==> src/rtl/phase_pkg.sv <==
package phase_pkg;

    // Assumed fine tap length in picoseconds and derived scale constants
    localparam int TAP_PS       = 60;
    localparam int TAP_FACTOR   = 36 * (TAP_PS / 10);   // 216
    localparam int SET_SCALE    = 10_000_000;
    localparam int RB_SCALE     = 1_000_000;
    localparam int RB_HALF      = RB_SCALE / 2;
    localparam int SET_RATE_DIV = 1000;
    localparam int RB_RATE_DIV  = 10_000;
    localparam int MIN_RATE     = SET_RATE_DIV;
    localparam int TAP_MAX      = 255;
    localparam logic [10:0] WE_BITS = 11'h7FF;

    typedef enum logic {OP_SET = 1'b0, OP_GET = 1'b1} conv_op_t;

    typedef enum logic [2:0] {
        ST_IDLE, ST_DIV1, ST_DIV2, ST_DIV3, ST_FIN
    } conv_state_t;

    typedef struct packed {
        logic       en;
        logic [7:0] tap;
        logic [1:0] quad;
    } phase_field_t;

    function automatic logic [31:0] enc_word(phase_field_t f);
        return {4'h0, WE_BITS, 1'b0, 4'h0, f, 1'b0};
    endfunction

endpackage

==> src/rtl/phase_divider.sv <==
module phase_divider #(
    parameter int W = 40
) (
    input  logic         clk,
    input  logic         rst,
    input  logic         go_i,
    input  logic [W-1:0] num_i,
    input  logic [W-1:0] den_i,
    output logic         done_o,
    output logic [W-1:0] quo_o,
    output logic [W-1:0] rem_o
);
    localparam int CW = $clog2(W + 1);

    logic [W:0]    acc;
    logic [W-1:0]  qr;
    logic [W-1:0]  den;
    logic [CW-1:0] cnt;
    logic          run;
    logic [W:0]    shifted;
    logic          fits;

    always_comb begin
        shifted = {acc[W-1:0], qr[W-1]};
        fits    = (shifted >= {1'b0, den});
    end

    always_ff @(posedge clk) begin
        if (rst) begin
            acc <= '0; qr <= '0; den <= '0; cnt <= '0; run <= 1'b0; done_o <= 1'b0;
        end else begin
            done_o <= 1'b0;
            if (go_i) begin
                acc <= '0;
                qr  <= num_i;
                den <= den_i;
                cnt <= CW'(W);
                run <= 1'b1;
            end else if (run) begin
                acc <= fits ? (shifted - {1'b0, den}) : shifted;
                qr  <= {qr[W-2:0], fits};
                cnt <= cnt - 1'b1;
                if (cnt == CW'(1)) begin
                    run    <= 1'b0;
                    done_o <= 1'b1;
                end
            end
        end
    end

    assign quo_o = qr;
    assign rem_o = acc[W-1:0];
endmodule

==> src/rtl/phase_split.sv <==
module phase_split #(
    parameter int DEG_W = 10
) (
    input  logic [DEG_W-1:0] deg_i,
    output logic [1:0]       quad_o,
    output logic [6:0]       rem_o
);
    localparam int WRAPS = (2 ** DEG_W) / 360;

    logic [DEG_W-1:0] wrapped;
    logic [DEG_W-1:0] left;

    always_comb begin
        wrapped = deg_i;
        for (int i = 0; i < WRAPS; i++) begin
            if (wrapped >= DEG_W'(360)) wrapped = wrapped - DEG_W'(360);
        end
        if (wrapped >= DEG_W'(270)) begin
            quad_o = 2'd3; left = wrapped - DEG_W'(270);
        end else if (wrapped >= DEG_W'(180)) begin
            quad_o = 2'd2; left = wrapped - DEG_W'(180);
        end else if (wrapped >= DEG_W'(90)) begin
            quad_o = 2'd1; left = wrapped - DEG_W'(90);
        end else begin
            quad_o = 2'd0; left = wrapped;
        end
        rem_o = left[6:0];
    end
endmodule

==> src/rtl/phase_conv.sv <==
module phase_conv
    import phase_pkg::*;
#(
    parameter int RATE_W = 32,
    parameter int DEG_W  = 10
) (
    input  logic              clk,
    input  logic              rst,
    input  logic              start_i,
    input  logic              op_i,
    input  logic              chan_i,
    input  logic [DEG_W-1:0]  deg_i,
    input  logic [RATE_W-1:0] rate_i,
    output logic              busy_o,
    output logic              done_o,
    output logic              err_o,
    output logic              wr_en_o,
    output logic              wr_chan_o,
    output logic [31:0]       wr_data_o,
    output logic [8:0]        rd_deg_o
);
    localparam int DIV_W = RATE_W + 8;

    conv_state_t  state;
    conv_op_t     op_q;
    logic         ch_q;
    logic [1:0]   quad_q;
    logic [6:0]   rem_q;
    logic         err_q;
    logic [8:0]   rd_q;
    phase_field_t fld_q;
    phase_field_t shadow [2];
    phase_field_t rb_fld;

    logic [1:0]       sp_quad;
    logic [6:0]       sp_rem;
    logic             div_go;
    logic [DIV_W-1:0] div_a, div_b, div_quo, div_rem;
    logic             div_done;
    logic [DIV_W-1:0] den_now;
    logic [7:0]       tap_sat;
    logic [7:0]       tap_eff;

    phase_split #(.DEG_W(DEG_W)) u_split (
        .deg_i (deg_i),
        .quad_o(sp_quad),
        .rem_o (sp_rem)
    );

    phase_divider #(.W(DIV_W)) u_div (
        .clk   (clk),
        .rst   (rst),
        .go_i  (div_go),
        .num_i (div_a),
        .den_i (div_b),
        .done_o(div_done),
        .quo_o (div_quo),
        .rem_o (div_rem)
    );

    always_comb begin
        rb_fld  = shadow[ch_q];
        tap_eff = rb_fld.en ? rb_fld.tap : 8'd0;
        den_now = div_quo * DIV_W'(TAP_FACTOR);
        tap_sat = (div_quo > DIV_W'(TAP_MAX)) ? 8'(TAP_MAX) : div_quo[7:0];
    end

    always_ff @(posedge clk) begin
        if (rst) begin
            state  <= ST_IDLE;
            op_q   <= OP_SET;
            ch_q   <= 1'b0;
            quad_q <= '0;
            rem_q  <= '0;
            err_q  <= 1'b0;
            rd_q   <= '0;
            fld_q  <= '0;
            div_go <= 1'b0;
            div_a  <= '0;
            div_b  <= '0;
            for (int i = 0; i < 2; i++) shadow[i] <= '0;
        end else begin
            div_go <= 1'b0;
            case (state)
                ST_IDLE: if (start_i) begin
                    op_q   <= conv_op_t'(op_i);
                    ch_q   <= chan_i;
                    quad_q <= sp_quad;
                    rem_q  <= sp_rem;
                    err_q  <= 1'b0;
                    if (op_i == OP_SET && rate_i < RATE_W'(MIN_RATE)) begin
                        err_q <= 1'b1;
                        state <= ST_FIN;
                    end else if (op_i == OP_GET && rate_i == '0) begin
                        rd_q  <= '0;
                        state <= ST_FIN;
                    end else begin
                        div_a  <= DIV_W'(rate_i);
                        div_b  <= (op_i == OP_SET) ? DIV_W'(SET_RATE_DIV) : DIV_W'(RB_RATE_DIV);
                        div_go <= 1'b1;
                        state  <= ST_DIV1;
                    end
                end
                ST_DIV1: if (div_done) begin
                    if (op_q == OP_SET) begin
                        div_a <= DIV_W'(rem_q) * DIV_W'(SET_SCALE) + (den_now >> 1);
                        div_b <= den_now;
                    end else begin
                        div_a <= DIV_W'(tap_eff) * DIV_W'(TAP_FACTOR) * div_quo + DIV_W'(RB_HALF);
                        div_b <= DIV_W'(RB_SCALE);
                    end
                    div_go <= 1'b1;
                    state  <= ST_DIV2;
                end
                ST_DIV2: if (div_done) begin
                    if (op_q == OP_SET) begin
                        fld_q        <= '{en: (tap_sat != 8'd0), tap: tap_sat, quad: quad_q};
                        shadow[ch_q] <= '{en: (tap_sat != 8'd0), tap: tap_sat, quad: quad_q};
                        state        <= ST_FIN;
                    end else begin
                        div_a  <= DIV_W'(rb_fld.quad) * DIV_W'(90) + div_quo;
                        div_b  <= DIV_W'(360);
                        div_go <= 1'b1;
                        state  <= ST_DIV3;
                    end
                end
                ST_DIV3: if (div_done) begin
                    rd_q  <= (|div_rem[DIV_W-1:9]) ? 9'd0 : div_rem[8:0];
                    state <= ST_FIN;
                end
                default: state <= ST_IDLE;
            endcase
        end
    end

    assign busy_o    = (state != ST_IDLE);
    assign done_o    = (state == ST_FIN);
    assign err_o     = err_q;
    assign wr_en_o   = done_o && (op_q == OP_SET) && !err_q;
    assign wr_chan_o = ch_q;
    assign wr_data_o = enc_word(fld_q);
    assign rd_deg_o  = rd_q;
endmodule

==> config.mk <==
export PLATFORM = sky130hd
export DESIGN_NAME = phase_conv
export DESIGN_NICKNAME = d
export VERILOG_FILES = /design/src/rtl/phase_pkg.sv /design/src/rtl/phase_divider.sv /design/src/rtl/phase_split.sv /design/src/rtl/phase_conv.sv
export SDC_FILE = /design/constraint.sdc
export NUM_CORES = 2
export LEC_CHECK = 0
export ABC_AREA = 1
export BUFFER_PORTS_ARGS = -buffer_cell sky130_fd_sc_hd__buf_2
export CAP_MARGIN = 20
export CORE_MARGIN = 3
export CORE_UTILIZATION = 35
export DETAILED_ROUTE_END_ITERATION = 16
export PLACE_DENSITY = 0.55
export SLEW_MARGIN = 5
export SYNTH_ARGS = -nofsm -noshare
export SYNTH_HDL_FRONTEND = slang
export SYNTH_HIERARCHICAL = 1
export SYNTH_SLANG_ARGS = --single-unit
export TNS_END_PERCENT = 5
==> constraint.sdc <==
create_clock -name clk -period 12.65 [get_ports clk]
set_input_delay 3.1625 -clock clk [delete_from_list [all_inputs] [get_ports clk]]
set_output_delay 3.1625 -clock clk [all_outputs]
set_load 0.02 [all_outputs]
**Yosys cells after proc, flatten, opt, wreduce, memory -nomap -nowiden**

Memory sizes are Yosys's and may differ from the RTL's. A register that Yosys moved wholly into a read port is not among the register bits.
Index checks and enable logic that the tools add are counted.
W data, S select, Z words.

- Bits in writable memories: 22
- Memories kept: 1
- Input port bits: 47
- Register bits after elaboration: 244

- $lt $le $gt $ge: 8
- Add/subtract/negate cells: 10
- Multiplexer cells: 70
- Reductions and logical operators: 21
- Eq/ne operators: 13
- Multipliers: 5
- Bitwise gates (word level): 3

Memory list:

| name | depth | bits a word | rd ports | clocked after Yosys merged registers in | wr ports | RTL line | source |
|---|---|---|---|---|---|---|---|
| shadow | 2 | 11 | 1 | 1 | 2 | phase_conv.sv:32 | `phase_field_t shadow [2];` |

Operators by type and width:

| cell | count |
|---|---|
| $mux W40 | 17 |
| $pmux W40 S3 | 2 |
| $mux W9 | 5 |
| $ge A41 B40 Y1 | 1 |
| $add A31 B39 Y40 | 1 |
| $add A40 B19 Y40 const B | 1 |
| $add A9 B40 Y40 | 1 |
| $gt A40 B8 Y1 const B | 1 |
| $mul A13 B40 Y37 | 1 |
| $mul A40 B5 Y37 const B | 1 |
| $sub A40 B40 Y40 | 1 |
| $logic_not A32 Y1 | 1 |
| $lt A32 B10 Y1 const B | 1 |
| $reduce_or A31 Y1 | 1 |
| $ge A10 B9 Y1 const B | 3 |
| $mul A7 B17 Y24 const B | 1 |
| $mux W1 | 23 |
| $mux W3 | 7 |
| $mux W7 | 3 |
| $mux W10 | 2 |
| $sub A10 B9 Y10 const B | 2 |
| $pmux W9 S2 | 1 |
| $mux W8 | 2 |
| $mux W14 | 1 |
| other kinds (34) | 50 |

**Logic depth before layout (Yosys ltp)**

- Depth in word-level cells: 8
- Depth in mapped cells: 54
- Mapped depth without buffers: 52

**Cells and area by module**

Netlist, hierarchy kept.

Modules (own cells, without submodules):

| module | seq. area each (µm²) | area each (µm²) | cells an instance | instances |
|---|---|---|---|---|
| phase_conv | 2942.8 | 30085.1 | 4340 | 1 |
| phase_divider | 2562.5 | 8501.9 | 1360 | 1 |
| phase_split | 0.0 | 1260.0 | 226 | 1 |

**Least setup slack after synthesis**

OpenSTA, ideal clock, no wires.

- Kind: flip-flop to flip-flop
- Start point: register with a tool-made name
- End point: register div_a[31]
- Required time: 12.541 ns
- Arrival: 8.855 ns
- Setup slack: 3.686 ns
- Stages on the path, launching flop included: 50
- Clock period less this slack: 8.964 ns
- Path through: dfxtp_1 clkbuf_1 clkbuf_1 mux2_2 nand2_1 inv_1 ha_1 fa_1 inv_1 fa_1 inv_1 ha_1 nand2_1 nor2_1 nand2_1 nand3_1 nand3_1 nand3_1 [14 not listed] inv_1 nand2_1 nand2_1 a21oi_1 inv_1 nand2_1 nand3_1 nand2_1 nand2_1 nor2_1 nand2_1 nor2_4 o211ai_1 or2_1 nand3_1 nand4_1 nand2_1 inv_1

RTL lines:

| what | RTL line | source |
|---|---|---|
| end signal, assigned | phase_conv.sv:98 | `div_a <= DIV_W'(rate_i);` |
| end signal, assigned | phase_conv.sv:106 | `div_a <= DIV_W'(rem_q) * DIV_W'(SET_SCALE) + (den_now >> 1);` |
| end signal, assigned | phase_conv.sv:109 | `div_a <= DIV_W'(tap_eff) * DIV_W'(TAP_FACTOR) * div_quo + DIV_W'(RB_HALF);` |
| end, declared | phase_conv.sv:38 | `logic [DIV_W-1:0] div_a, div_b, div_quo, div_rem;` |

==> flow_summary_export.csv <==
group,metric,value,unit
detailed_routing,dr.first_iter.drc_count,3314,
worst_setup_path,path_delay_family,"adder cells",
detailed_routing,vias,38360,
sta,fin_tns_setup,0,ps
floorplan,rows,123,
sta,slew_headroom,24.91,%
floorplan,die_h,343.4,um
final_layout,drive_above_1_share,5.834,%
place,dp_hpwl,122.2,mm
synth,synth-seq-area-share,13.82,%
synth,synth_cell_types,73,
power_and_ir_drop,power_density,182.7,nW/um2
cts,cts_buffer_depth,3,
global_routing,antenna_found_initial,2,
final_layout,synthToLayoutAreaGrowth,7.407,%
sta,finClkSkew,18.61,ps
power_and_ir_drop,ir_drop,0.0001429,V
sta,final-max-slew-violation-count,0,
detailed_routing,ant_nets,0,
synth,synth.most_common_cell,"nand2_1",
synth,synth_adder_area_share,30.16,%
synth,synth-xor-area-share,2.685,%
cts,root_buffer,"clkbuf_16",
synth,synth_top_area_share,20.15,%
cts,tritoncts,"yes",
worst_setup_path,worst-setup-path-type,"flop to flop",
synth,synthTopCellsByCount,"nand2_1, inv_1, nor2_1",
cts,cts_resized,0,
cts,clk_latency,560,ps
synth,synth_edf_count,22,
synth,synth-compound-area-share,10.86,%
worst_setup_path,cpMaxStageDelayCell,"inv_1",
cts,clk_pin_slew_worst_paths,60,ps
worst_hold_path,min_path_type,"flop to flop",
cts,hold_buffers,0,
synth,synthMuxAreaShare,0.1978,%
synth,syn_inst,5926,
synth,ys_ff_latch,264,
synth,synthFlopType,"dfxtp_1",
floorplan,die_w,343.4,um
sta,finalHoldViolCount,0,
cts,cts_sinks,264,
detailed_routing,drc,0,
place,numPortBuffers,71,
global_routing,grt_pass1_vias,37590,
floorplan,initial_core_util,35.32,%
detailed_routing,drt_wl_total,151.0,mm
place,place_congestion,0.9569,
cts,cts_made_buffers,34,
synth,syn_area,39850,um2
power_and_ir_drop,p_total,0.007818,W
power_and_ir_drop,p_leak,21.56,nW
status,outcome,"complete, no violations",
synth,synth_top_cell_by_area,"fa_1",
worst_setup_path,cp_common_cell,"nand2_1",
final_layout,nets,6677,
cts,htree_levels,2,
final_layout,n_fill_cell,12220,
worst_setup_path,endpoint_kind,"flop",
global_routing,grt_first_pass_wirelength,229.8,mm
global_routing,grt_start_max_net_pins,81,
synth,synthSimpleGateAreaFrac,28.72,%
sta,max_freq,0.09093,GHz
synth,synth_top_family_by_area,"adder cells",
detailed_routing,drtPass1Iterations,7,
floorplan,fp.dieArea,117900,um2
sta,setup_viol,0,
run,max-cap-violations,0,
worst_setup_path,arrival,11450,ps
floorplan,ios,93,
worst_setup_path,path_max_fanout,35,
worst_setup_path,path_buf_inv,10,
detailed_routing,vias_per_cell,5.162,
sta,rsz0062_at_grt,"no",
global_routing,grt_use_total,25.52,%
place,dpl_cell_area,41690,um2
worst_setup_path,startpoint_type,"flop",
place,dp_worst_setup_slack,1599,ps
floorplan,core_area,112800,um2
cts,post-cts-setup-buffers,0,
sta,fin_crit,11000,ps
sta,holdWs,457.1,ps
worst_setup_path,cpPeakStageDelay,750,ps
synth,yosysWarnings,6,
final_layout,antenna-diode-count,0,
global_routing,grt-ovfl-total,0,
synth,avgSynthCellArea,6.724,um2
sta,fin_ws,1653,ps
detailed_routing,wire_per_inst,20.32,um
synth,synthTopCellsByArea,"fa_1, nand2_1, dfxtp_1",
worst_setup_path,critPathRequiredTime,13110,ps
synth,postSynth.asyncResetShare,0,%
sta,fin_crit_sh,86.93,%
final_layout,design_area,42800,um2
sta,worstMarginPinSlew,1125,ps
## layout make-up
cell class | count | area (um2) | area share, %
multi-input combinational | 4282 | 29050 | 67.88
sequential | 264 | 5507 | 12.87
inverter | 1207 | 4533 | 10.59
tap | 1500 | 1877 | 4.385
clock buffer | 43 | 935.9 | 2.187
timing repair buffer | 121 | 738.2 | 1.725
clock inverter | 14 | 155.1 | 0.3625
## cells in the final DEF, fill, tap and decap left out, types with 26 or more instances in the layout
cell type / netlist / final
nand2_1: 1476 / 1476
nor3_1: 77 / 77
buf_4: 27 / 49
nor2_1: 518 / 516
nand4_1: 68 / 68
buf_2: 15 / 71
xnor2_1: 53 / 53
xor2_1: 61 / 60
a31oi_1: 26 / 26
o221ai_1: 42 / 42
clkbuf_16: 0 / 35
dfxtp_1: 242 / 241
nor2_2: 26 / 28
a21oi_1: 355 / 355
ha_1: 319 / 318
inv_1: 1167 / 1165
o21ai_0: 209 / 209
nand3_1: 300 / 300
nand3b_1: 50 / 50
nand2_2: 42 / 42
fa_1: 401 / 401
## cells by family (layout without fill, tap and decap cells)
family	count (synthesis)	in the layout
mux	7	7
fa+ha+maj	720	720
buf+inv	1402	1385
compound gates	759	759
xor+xnor	117	117
other cells	2	24
flops	264	264
simple gates	2655	2655
## final timing paths
| check | cells past startpoint | endpoint | startpoint | slack [ps] |
|---|---|---|---|---|
| hold / removal | 2 | div_b[25] | div_b[25] | 460 |
| setup / recovery | 48 | div_a[35] | flop | 1650 |
| hold reg to reg | 2 | div_b[25] | div_b[25] | 460 |
| setup reg to reg | 48 | div_a[35] | flop | 1650 |
## stage by stage
step / instances / utilization [%]
floorplan: 5948 / -
global placement: 7373 / 36.96
detailed placement: 7373 / 36.96
CTS: 7430 / 37.93
global route: 7431 / 37.94
finish: 7431 / 37.94
## metal layers
layer	GRT usage, %	vias up	wire, um
met5	0	-	13
met4	10.70	2	7287
met3	2.921	289	10630
met2	41.96	1414	68670
met1	34.01	18260	64400
li1	-	18400	-
## flip-flops by register name (all words and copies together) (netlist names), 2 cells and up, named ones only
| name | count |
|---|---|
| u_div/quo_o | 40 |
| rd_deg_o | 9 |
| state | 3 |
| rem_q | 7 |
| div_a | 40 |
| quad_q | 2 |
| u_div/acc | 40 |
| wr_data_o | 11 |
| u_div/cnt | 6 |
| div_b | 37 |
| u_div/den | 40 |
| shadow | 22 |
## report_power, final
part | switching [W] | total [W] | internal (W) | leakage (nW)
registers | 0.000104 | 0.00102 | 0.000917 | 2.21
clock network | 0.000407 | 0.000991 | 0.000584 | 0.541
logic | 0.00402 | 0.00581 | 0.00179 | 18.8
## worst min-delay path: stages (launching register included)
cell     delay [ps]
dfxtp_1         300
nand2_1          60
a21oi_1          50
Note: power is estimated with default switching activity, not from simulation.
